[src/rtl/ecc_inj_pkg.sv]
package ecc_inj_pkg;
  typedef enum logic [2:0] {
    ST_IDLE = 3'd0,
    ST_WORK = 3'd1,
    ST_DONE = 3'd2,
    ST_FAIL = 3'd7
  } inj_state_e;

  localparam logic [2:0] RSN_DISABLED = 3'd0;
  localparam logic [2:0] RSN_BAD_TGT  = 3'd1;
  localparam logic [2:0] RSN_MISS     = 3'd2;

  localparam int unsigned CTL_EN  = 0;
  localparam int unsigned CTL_GO  = 1;
  localparam int unsigned CTL_TGT = 2;
  localparam int unsigned CTL_ST  = 4;
  localparam int unsigned CTL_RSN = 7;
endpackage

[src/rtl/ecc_inj_regs.sv]
module ecc_inj_regs
  import ecc_inj_pkg::*;
#(
  parameter int DATA_W = 64,
  parameter int PA_W   = 36,
  parameter int OFS_W  = 4
) (
  input  logic              clk,
  input  logic              rst,
  input  logic              wr_en,
  input  logic              rd_en,
  input  logic [OFS_W-1:0]  ofs,
  input  logic [DATA_W-1:0] wdata,
  input  inj_state_e        state,
  input  logic [2:0]        reason,
  output logic [DATA_W-1:0] rdata,
  output logic              rvalid,
  output logic [PA_W-1:0]   paddr,
  output logic              go,
  output logic              go_en,
  output logic [1:0]        go_tgt,
  output logic              rd_clear
);
  localparam logic [OFS_W-1:0] OFS_CTL  = OFS_W'(0);
  localparam logic [OFS_W-1:0] OFS_ADDR = OFS_W'(8);

  logic            chk_en;
  logic [1:0]      tgt;
  logic [DATA_W-1:0] ctl_word;
  logic            terminal;

  assign go       = wr_en && (ofs == OFS_CTL) && wdata[CTL_GO];
  assign go_en    = wdata[CTL_EN];
  assign go_tgt   = wdata[CTL_TGT +: 2];
  assign terminal = (state == ST_DONE) || (state == ST_FAIL);
  assign rd_clear = rd_en && (ofs == OFS_CTL) && terminal;

  always_comb begin
    ctl_word              = '0;
    ctl_word[CTL_EN]      = chk_en;
    ctl_word[CTL_TGT +: 2] = tgt;
    ctl_word[CTL_ST +: 3] = state;
    ctl_word[CTL_RSN +: 3] = (state == ST_FAIL) ? reason : 3'd0;
  end

  always_ff @(posedge clk) begin
    if (rst) begin
      chk_en <= 1'b0;
      tgt    <= 2'd0;
      paddr  <= '0;
    end else if (wr_en) begin
      if (ofs == OFS_CTL) begin
        chk_en <= wdata[CTL_EN];
        tgt    <= wdata[CTL_TGT +: 2];
      end else if (ofs == OFS_ADDR) begin
        paddr  <= wdata[PA_W-1:0];
      end
    end
  end

  always_ff @(posedge clk) begin
    if (rst) begin
      rdata  <= '0;
      rvalid <= 1'b0;
    end else begin
      rvalid <= rd_en;
      if (rd_en) begin
        if (ofs == OFS_CTL)       rdata <= ctl_word;
        else if (ofs == OFS_ADDR) rdata <= DATA_W'(paddr);
        else                      rdata <= '0;
      end
    end
  end


  rvalid_follows_chk: assert property (@(posedge clk) disable iff (rst)
    rd_en |=> rvalid);
endmodule

[src/rtl/ecc_inj_fsm.sv]
module ecc_inj_fsm
  import ecc_inj_pkg::*;
#(
  parameter int PA_W = 36
) (
  input  logic            clk,
  input  logic            rst,
  input  logic            go,
  input  logic            go_en,
  input  logic [1:0]      go_tgt,
  input  logic [PA_W-1:0] paddr,
  input  logic            rd_clear,
  input  logic            resp_valid,
  input  logic            resp_hit,
  output inj_state_e      state,
  output logic [2:0]      reason,
  output logic            req_valid,
  output logic [PA_W-1:0] req_addr,
  output logic [1:0]      req_tgt
);
  always_ff @(posedge clk) begin
    if (rst) begin
      state     <= ST_IDLE;
      reason    <= 3'd0;
      req_valid <= 1'b0;
      req_addr  <= '0;
      req_tgt   <= 2'd0;
    end else begin
      unique case (state)
        ST_IDLE: if (go) begin
          if (!go_en) begin
            state  <= ST_FAIL;
            reason <= RSN_DISABLED;
          end else if (go_tgt[0]) begin
            state  <= ST_FAIL;
            reason <= RSN_BAD_TGT;
          end else begin
            state     <= ST_WORK;
            req_valid <= 1'b1;
            req_addr  <= paddr;
            req_tgt   <= go_tgt;
          end
        end
        ST_WORK: if (resp_valid) begin
          req_valid <= 1'b0;
          if (resp_hit) state <= ST_DONE;
          else begin
            state  <= ST_FAIL;
            reason <= RSN_MISS;
          end
        end
        ST_DONE, ST_FAIL: if (rd_clear) begin
          state  <= ST_IDLE;
          reason <= 3'd0;
        end
        default: state <= ST_IDLE;
      endcase
    end
  end


  req_held_chk: assert property (@(posedge clk) disable iff (rst)
    req_valid && !resp_valid |=> req_valid && $stable(req_addr) && $stable(req_tgt));

  hit_done_chk: assert property (@(posedge clk) disable iff (rst)
    (state == ST_WORK) && resp_valid && resp_hit |=> (state == ST_DONE) && !req_valid);

  read_clear_chk: assert property (@(posedge clk) disable iff (rst)
    rd_clear |=> (state == ST_IDLE));

  reason_stable_chk: assert property (@(posedge clk) disable iff (rst)
    (state == ST_FAIL) && $past(state == ST_FAIL) |-> $stable(reason));

  busy_ignore_chk: assert property (@(posedge clk) disable iff (rst)
    (state == ST_WORK) && !resp_valid |=> (state == ST_WORK));

  fail_no_req_chk: assert property (@(posedge clk) disable iff (rst)
    (state == ST_IDLE) && go && !go_en |=> !req_valid);
endmodule

[src/rtl/ecc_inject_ctrl.sv]
module ecc_inject_ctrl
  import ecc_inj_pkg::*;
#(
  parameter int DATA_W = 64,
  parameter int PA_W   = 36,
  parameter int OFS_W  = 4
) (
  input  logic              clk,
  input  logic              rst,
  input  logic              reg_wr_en,
  input  logic              reg_rd_en,
  input  logic [OFS_W-1:0]  reg_ofs,
  input  logic [DATA_W-1:0] reg_wdata,
  output logic [DATA_W-1:0] reg_rdata,
  output logic              reg_rvalid,
  output logic              cache_req_valid,
  output logic [PA_W-1:0]   cache_req_addr,
  output logic [1:0]        cache_req_target,
  input  logic              cache_resp_valid,
  input  logic              cache_resp_hit
);
  inj_state_e      state;
  logic [2:0]      reason;
  logic [PA_W-1:0] paddr;
  logic            go, go_en, rd_clear;
  logic [1:0]      go_tgt;

  ecc_inj_regs #(.DATA_W(DATA_W), .PA_W(PA_W), .OFS_W(OFS_W)) u_regs (
    .clk(clk), .rst(rst), .wr_en(reg_wr_en), .rd_en(reg_rd_en), .ofs(reg_ofs),
    .wdata(reg_wdata), .state(state), .reason(reason), .rdata(reg_rdata),
    .rvalid(reg_rvalid), .paddr(paddr), .go(go), .go_en(go_en),
    .go_tgt(go_tgt), .rd_clear(rd_clear)
  );

  ecc_inj_fsm #(.PA_W(PA_W)) u_fsm (
    .clk(clk), .rst(rst), .go(go), .go_en(go_en), .go_tgt(go_tgt),
    .paddr(paddr), .rd_clear(rd_clear), .resp_valid(cache_resp_valid),
    .resp_hit(cache_resp_hit), .state(state), .reason(reason),
    .req_valid(cache_req_valid), .req_addr(cache_req_addr),
    .req_tgt(cache_req_target)
  );
endmodule

[config.mk]
export PLATFORM = sky130hd
export DESIGN_NAME = ecc_inject_ctrl
export DESIGN_NICKNAME = d
export VERILOG_FILES = /design/src/rtl/ecc_inj_pkg.sv /design/src/rtl/ecc_inj_regs.sv /design/src/rtl/ecc_inj_fsm.sv /design/src/rtl/ecc_inject_ctrl.sv
export SDC_FILE = /design/constraint.sdc
export NUM_CORES = 1
export LEC_CHECK = 0
export BUFFER_PORTS_ARGS = -buffer_cell sky130_fd_sc_hd__buf_4
export CORE_MARGIN = 2
export CORE_UTILIZATION = 49
export CTS_CLUSTER_DIAMETER = 120
export DETAILED_ROUTE_END_ITERATION = 8
export GPL_TIMING_DRIVEN = 0
export PLACE_DENSITY = 0.81
export SYNTH_ARGS = -nofsm -noshare
export SYNTH_HDL_FRONTEND = slang
export SYNTH_SLANG_ARGS = --single-unit
[constraint.sdc]
create_clock -name clk -period 1.5 [get_ports clk]
set_input_delay 0.225 -clock clk [delete_from_list [all_inputs] [get_ports clk]]
set_output_delay 0.225 -clock clk [all_outputs]
set_load 0.03 [all_outputs]
* After elaboration in Yosys (flattened, before gate mapping) *
Cells that the tools add are included.

word-level totals
  register bits = 148
  bits of input ports = 74
  output and inout port bits = 104
  logic and storage cells = 60

operators by class
  reductions and logical operators = 16
  bitwise operators = 2
  eq/ne operators = 11
  mux-type cells = 21

operators by type and width
  kind                count
  $mux 64             1
  $mux 3              12
  $mux 36             1
  $pmux 3 s3          2
  $ne 2x2->1 const B  6
  $reduce_and 3->1    2
  $reduce_and 6->1    1
  $reduce_and 5->1    1
  $eq 4x4->1 const B  1
  $logic_and 1x1->1   4
  $logic_not 4->1     1
  $mux 1              4
  $reduce_and 4->1    1
  $eq 3x1->1 const B  1
  $eq 3x2->1 const B  1
  $eq 3x3->1 const B  1
  $logic_not 3->1     1
  $ne 3x3->1 const B  1
  $reduce_bool 3->1   1
  $not 1->1           2
  $pmux 1 s2          1
  $reduce_and 2->1    1
  $reduce_bool 2->1   1
  $reduce_or 2->1     1
  $logic_or 1x1->1    1

* Depth between registers and ports, before layout *
  word-level depth = 5
  depth in mapped cells = 6
  depth with buffers taken out = 4

* By module *
Synthesis repeated with hierarchy kept, for this count alone.

second synthesis, totals
  cell total of the unflattened synthesis = 581
  area, all modules = 4875.9 um2

by module, submodules not included
  module        area an instance (um2)  sequential area each (um2)  cells each  instances
  ecc_inj_regs  3179.3                  1521.5                      375         1
  ecc_inj_fsm   1696.6                  860.8                       206         1

* Worst setup path before layout *
OpenSTA, ideal clock, no wires.

  kind = register to register
  start = reg u_fsm.state[1]
  end = reg u_fsm.reason[0]
  data required time = 1.428 ns
  data arrival time = 1.327 ns
  clock period less this slack = 1.399 ns
  path buffers = 0
  path slack = 0.101 ns
  cell stages (with the launch flop) = 5
  library setup time = 0.072 ns
  cell sequence = dfxtp_1 > or3b_1 > a221o_1 > o211ai_1 > mux2i_1

on the way
  longest elaborated chain between the ends = 5
  elaborated cells between the ends (all ways) = 15
  classes of those cells = 8 x eq/ne; 1 x mux; 6 x reduce/logical

ends and longest elaborated chain
  item                                             line                                   RTL
  start: declaration                               ecc_inj_fsm.sv:15                      output inj_state_e state,
  start signal: assignment                         ecc_inj_fsm.sv:23                      state <= ST_IDLE;
  start signal: assignment                         ecc_inj_fsm.sv:32                      state <= ST_FAIL;
  start signal: assignment                         ecc_inj_fsm.sv:35                      state <= ST_FAIL;
  $eq 3x2->1 / $eq 3x3->1 (equally long branches)  ecc_inj_regs.sv:35, ecc_inj_fsm.sv:29
  $logic_or 1x1->1                                 ecc_inj_regs.sv:35                     assign terminal = (state == ST_DONE) || (state == ST_FAIL);
  $logic_and 1x1->1                                ecc_inj_regs.sv:36                     assign rd_clear = rd_en && (ofs == OFS_CTL) && terminal;
  $ne 2x2->1 (no source line)                      --
  $reduce_and 6->1 (no source line)                --
  end signal: assignment                           ecc_inj_fsm.sv:24                      reason <= 3'd0;
  end signal: assignment                           ecc_inj_fsm.sv:33                      reason <= RSN_DISABLED;
  end signal: assignment                           ecc_inj_fsm.sv:36                      reason <= RSN_BAD_TGT;
  end: declaration                                 ecc_inj_fsm.sv:16                      output logic [2:0] reason,

Several ways; a longest one is shown, not always the timed one.
A chain may end at the register's enable or synchronous reset.

* Worst setup path after layout *
Same ends and word-level chain as after synthesis.

==> results.md <==
- Status: finished with violations
- Failing checks: setup timing
- Setup violations, final: 23
- Distinct cells, synth: 38
- Fin. Hold Viols: 0
- Core box area: 9328 um^2
- Initial Util: 0.5077
- # IOs: approximately 180
- Clock slew seen by the registers of the worst setup and hold paths: around 0.06 ns
- Fmax: approximately 640 MHz
- Max Clock Skew: 0.006836 ns
- Worst VDD drop: 1.115 mV
- Syn Area/Cell: around 8.1 um^2
- Total GRT Usage: 0.2669
- Post-route ant nets: 0
- Layout cell share with drive strength beyond 1: 0.3035
- Initial antenna violation count: 0
- Dominant synthesized flop cell: dfxtp_1
- Fin. max-slew vios: 0
- Die Y: slightly above 100 um
- Final #Nets: 865
- CP arrival: about 2.0 ns
- RePlAce Congestion: approximately 0.87
- Worst-Skew Late Latency: 0.51 ns
- CTS max path bufs: 2
- Final instance area: 7049 um^2
- Crit-path max cell delay: about 0.37 ns
- Slowest stage cell, crit path: dfxtp_4
- Relative slew slack: 0.5840
- Pre-CTS setup slack: -0.4695 ns
- Final worst slack: -0.07317 ns
- Sequential share of the synthesized area: 0.5030
- Routed WL per cell: about 16 um
- Post-Syn Instances: 583
- First-pass GRT wire length: roughly 22000 um
- Post-synth EDFFs: 0
- P_leak: ~2.9 nW
- Most common cell after layout, fill and taps aside: buf_4
- Clk root buf: clkbuf_8
- Fin crit share: 1.049
- RSZ-0062 raised after global routing: yes
- Post-Syn Area: 4736 um^2
- Vias in the first global route: about 4600
- Area Growth Syn to Fin: 48.85%
- Via Count: approximately 5000
- Drt via density: between 5 and 6
- Buffers added on ports: approximately 120
- CTS sink cnt: 119
- Post-detail-place hpwl: 9482 um
- CP Cell Sequence: or3b_1, a221o_1, o211ai_1, mux2i_1
- Final core occ: 0.7557
- Critical path class: reg -> reg
- Max-cap violations: 0
- Iter 0 DRT Violations: between 200 and 250
- Die area: between 10000 and 15000 um^2
- DRC errors left: 0
- DP Area: ~5900 um^2
- Yosys warnings: 0
- Ys async rst share: 0
- Critical Path RT: about 1.9 ns
- Largest net degree at the start of global routing: 17
- Antenna cells: 0
- Worst Setup End Kind: flip-flop
- Commonest non-fill, non-tap cells in the layout: buf_4, nand2_1, dfxtp_1
- CTS buffer count: 17
- Critical Path Source Type: flip-flop
- Hold crit path type: in -> reg
- Grt ovf: 0
- Slew @ Worst Pin: between 0.6 and 0.7 ns
- CP Max Fanout: 5
- TritonCTS clock tree: done
- Clock H-tree levels: 4
- #FFs+latches synth: 119
- FP Rows: 35
- WL final: between 10000 and 15000 um
- Min cycle time layout: 1.573 ns
- PD cells: 1083 nW/um^2
- Die X: slightly above 100 um
- Pre-antenna DRT Iters: 5
==> sequential cells by signal, summed over array words and instances, names as in the netlist <==
| register | count |
|---|---|
| u_fsm.state | 3 |
| u_fsm.reason | 2 |
| u_fsm.req_tgt | 1 |
| u_regs.rvalid | 1 |
| u_regs.rdata | 36 |
| u_fsm.req_addr | 36 |
| u_regs.paddr | 36 |
| u_regs.tgt | 2 |
| u_regs.chk_en | 1 |
| u_fsm.req_valid | 1 |
==> area by class of cell <==
class | instances | area (um^2)
Buffer | 73 | 447.9
Multi-Input combinational cell | 420 | 2186
Fill cell | 669 | 2278
Sequential cell | 119 | 2391
Clock inverter | 12 | 102.6
Timing Repair Buffer | 160 | 1305
Clock buffer | 20 | 455.4
Tap cell | 129 | 161.4
==> worst max-delay path: cells and delay by family, from the launching register on <==
family,cells,cell delay (ns)
flip-flops,1,0.37
AO/OA/AOI/OAI,2,0.51
AND/OR/NAND/NOR,1,0.36
multiplexers,1,0.25
==> final timing paths <==
kind                 startpoint            endpoint  slack (ns)  depth (start not counted)
max reg2reg      u_fsm.state[1]     u_fsm.reason[0]       -0.07                          4
max              u_fsm.state[1]     u_fsm.reason[0]       -0.07                          4
min               reg_wdata[28]    u_regs.paddr[28]        0.01                          3
min reg2reg  u_fsm.req_addr[26]  u_fsm.req_addr[26]        0.46                          2
==> routing by layer <==
layer	wire, um	global-route usage
met4	323	0.09333
met5	0	0
met1	5865	0.3253
met3	1165	0.06361
met2	7385	0.4620
==> Yosys cell counts (2+ instances only) <==
library cell / n / share of area
nand2_1: 155 / 0.12
buf_1: 3 / 0.0024
nand3_1: 32 / 0.034
and2_1: 3 / 0.0040
a311oi_1: 3 / 0.0055
a22oi_1: 6 / 0.0095
mux2i_1: 2 / 0.0042
nand3b_1: 3 / 0.0048
nand2b_1: 30 / 0.040
nand4_1: 2 / 0.0026
clkbuf_1: 24 / 0.019
nor2b_1: 2 / 0.0026
buf_6: 2 / 0.0048
a31oi_1: 2 / 0.0026
xnor2_1: 2 / 0.0037
o21ai_0: 4 / 0.0042
dfxtp_1: 119 / 0.50
buf_4: 31 / 0.049
a211oi_1: 7 / 0.011
buf_2: 13 / 0.014
nor3b_1: 3 / 0.0048
a21oi_1: 107 / 0.11
nor2_1: 13 / 0.010
==> timing repair <==
action                                  4_1_cts  5_1_grt
hold endpoints to repair                     35        0
setup buffers                                 4        3
pin swaps                                     2       10
hold buffers                                 33        0
gates resized for setup                      14       41
endpoints found under the setup margin       43       66
gates cloned                                  0        2
==> report_power, final <==
| part | total [mW] | leakage (nW) | internal (mW) | switching (mW) |
|---|---|---|---|---|
| clock | 3.78 | 0.268 | 2.31 | 1.47 |
| combinational | 0.644 | 1.63 | 0.282 | 0.362 |
| sequential | 3.22 | 0.963 | 3.19 | 0.0266 |
==> stage by stage <==
step | total power, mW | instances | TNS, ns | hold WS [ns]
6_report | 7.638 | 933 | -0.5142 | 0.01034
5_1_grt | 7.814 | 933 | -1.768 | -0.0001076
4_1_cts | 7.599 | 928 | -0.03687 | 0.002964
3_5_place_dp | 3.810 | 859 | -33.55 | 0.4480
3_3_place_gp | 3.800 | 859 | -23.89 | 0.4427
2_1_floorplan | 3.620 | 611 | 0 | 0.3401
==> kinds of logic (layout without fill, tap and decap cells) <==
kind of cell / after synthesis / after routing / synth area share
buf+inv: 73 / 265 / 0.08903
compound gates: 133 / 133 / 0.1530
mux: 2 / 2 / 0.004227
xor+xnor: 2 / 2 / 0.003699
flops: 119 / 119 / 0.5030
other cells: 1 / 29 / 0.0007918
simple gates: 253 / 254 / 0.2462
(Power assumes the default switching activity.)
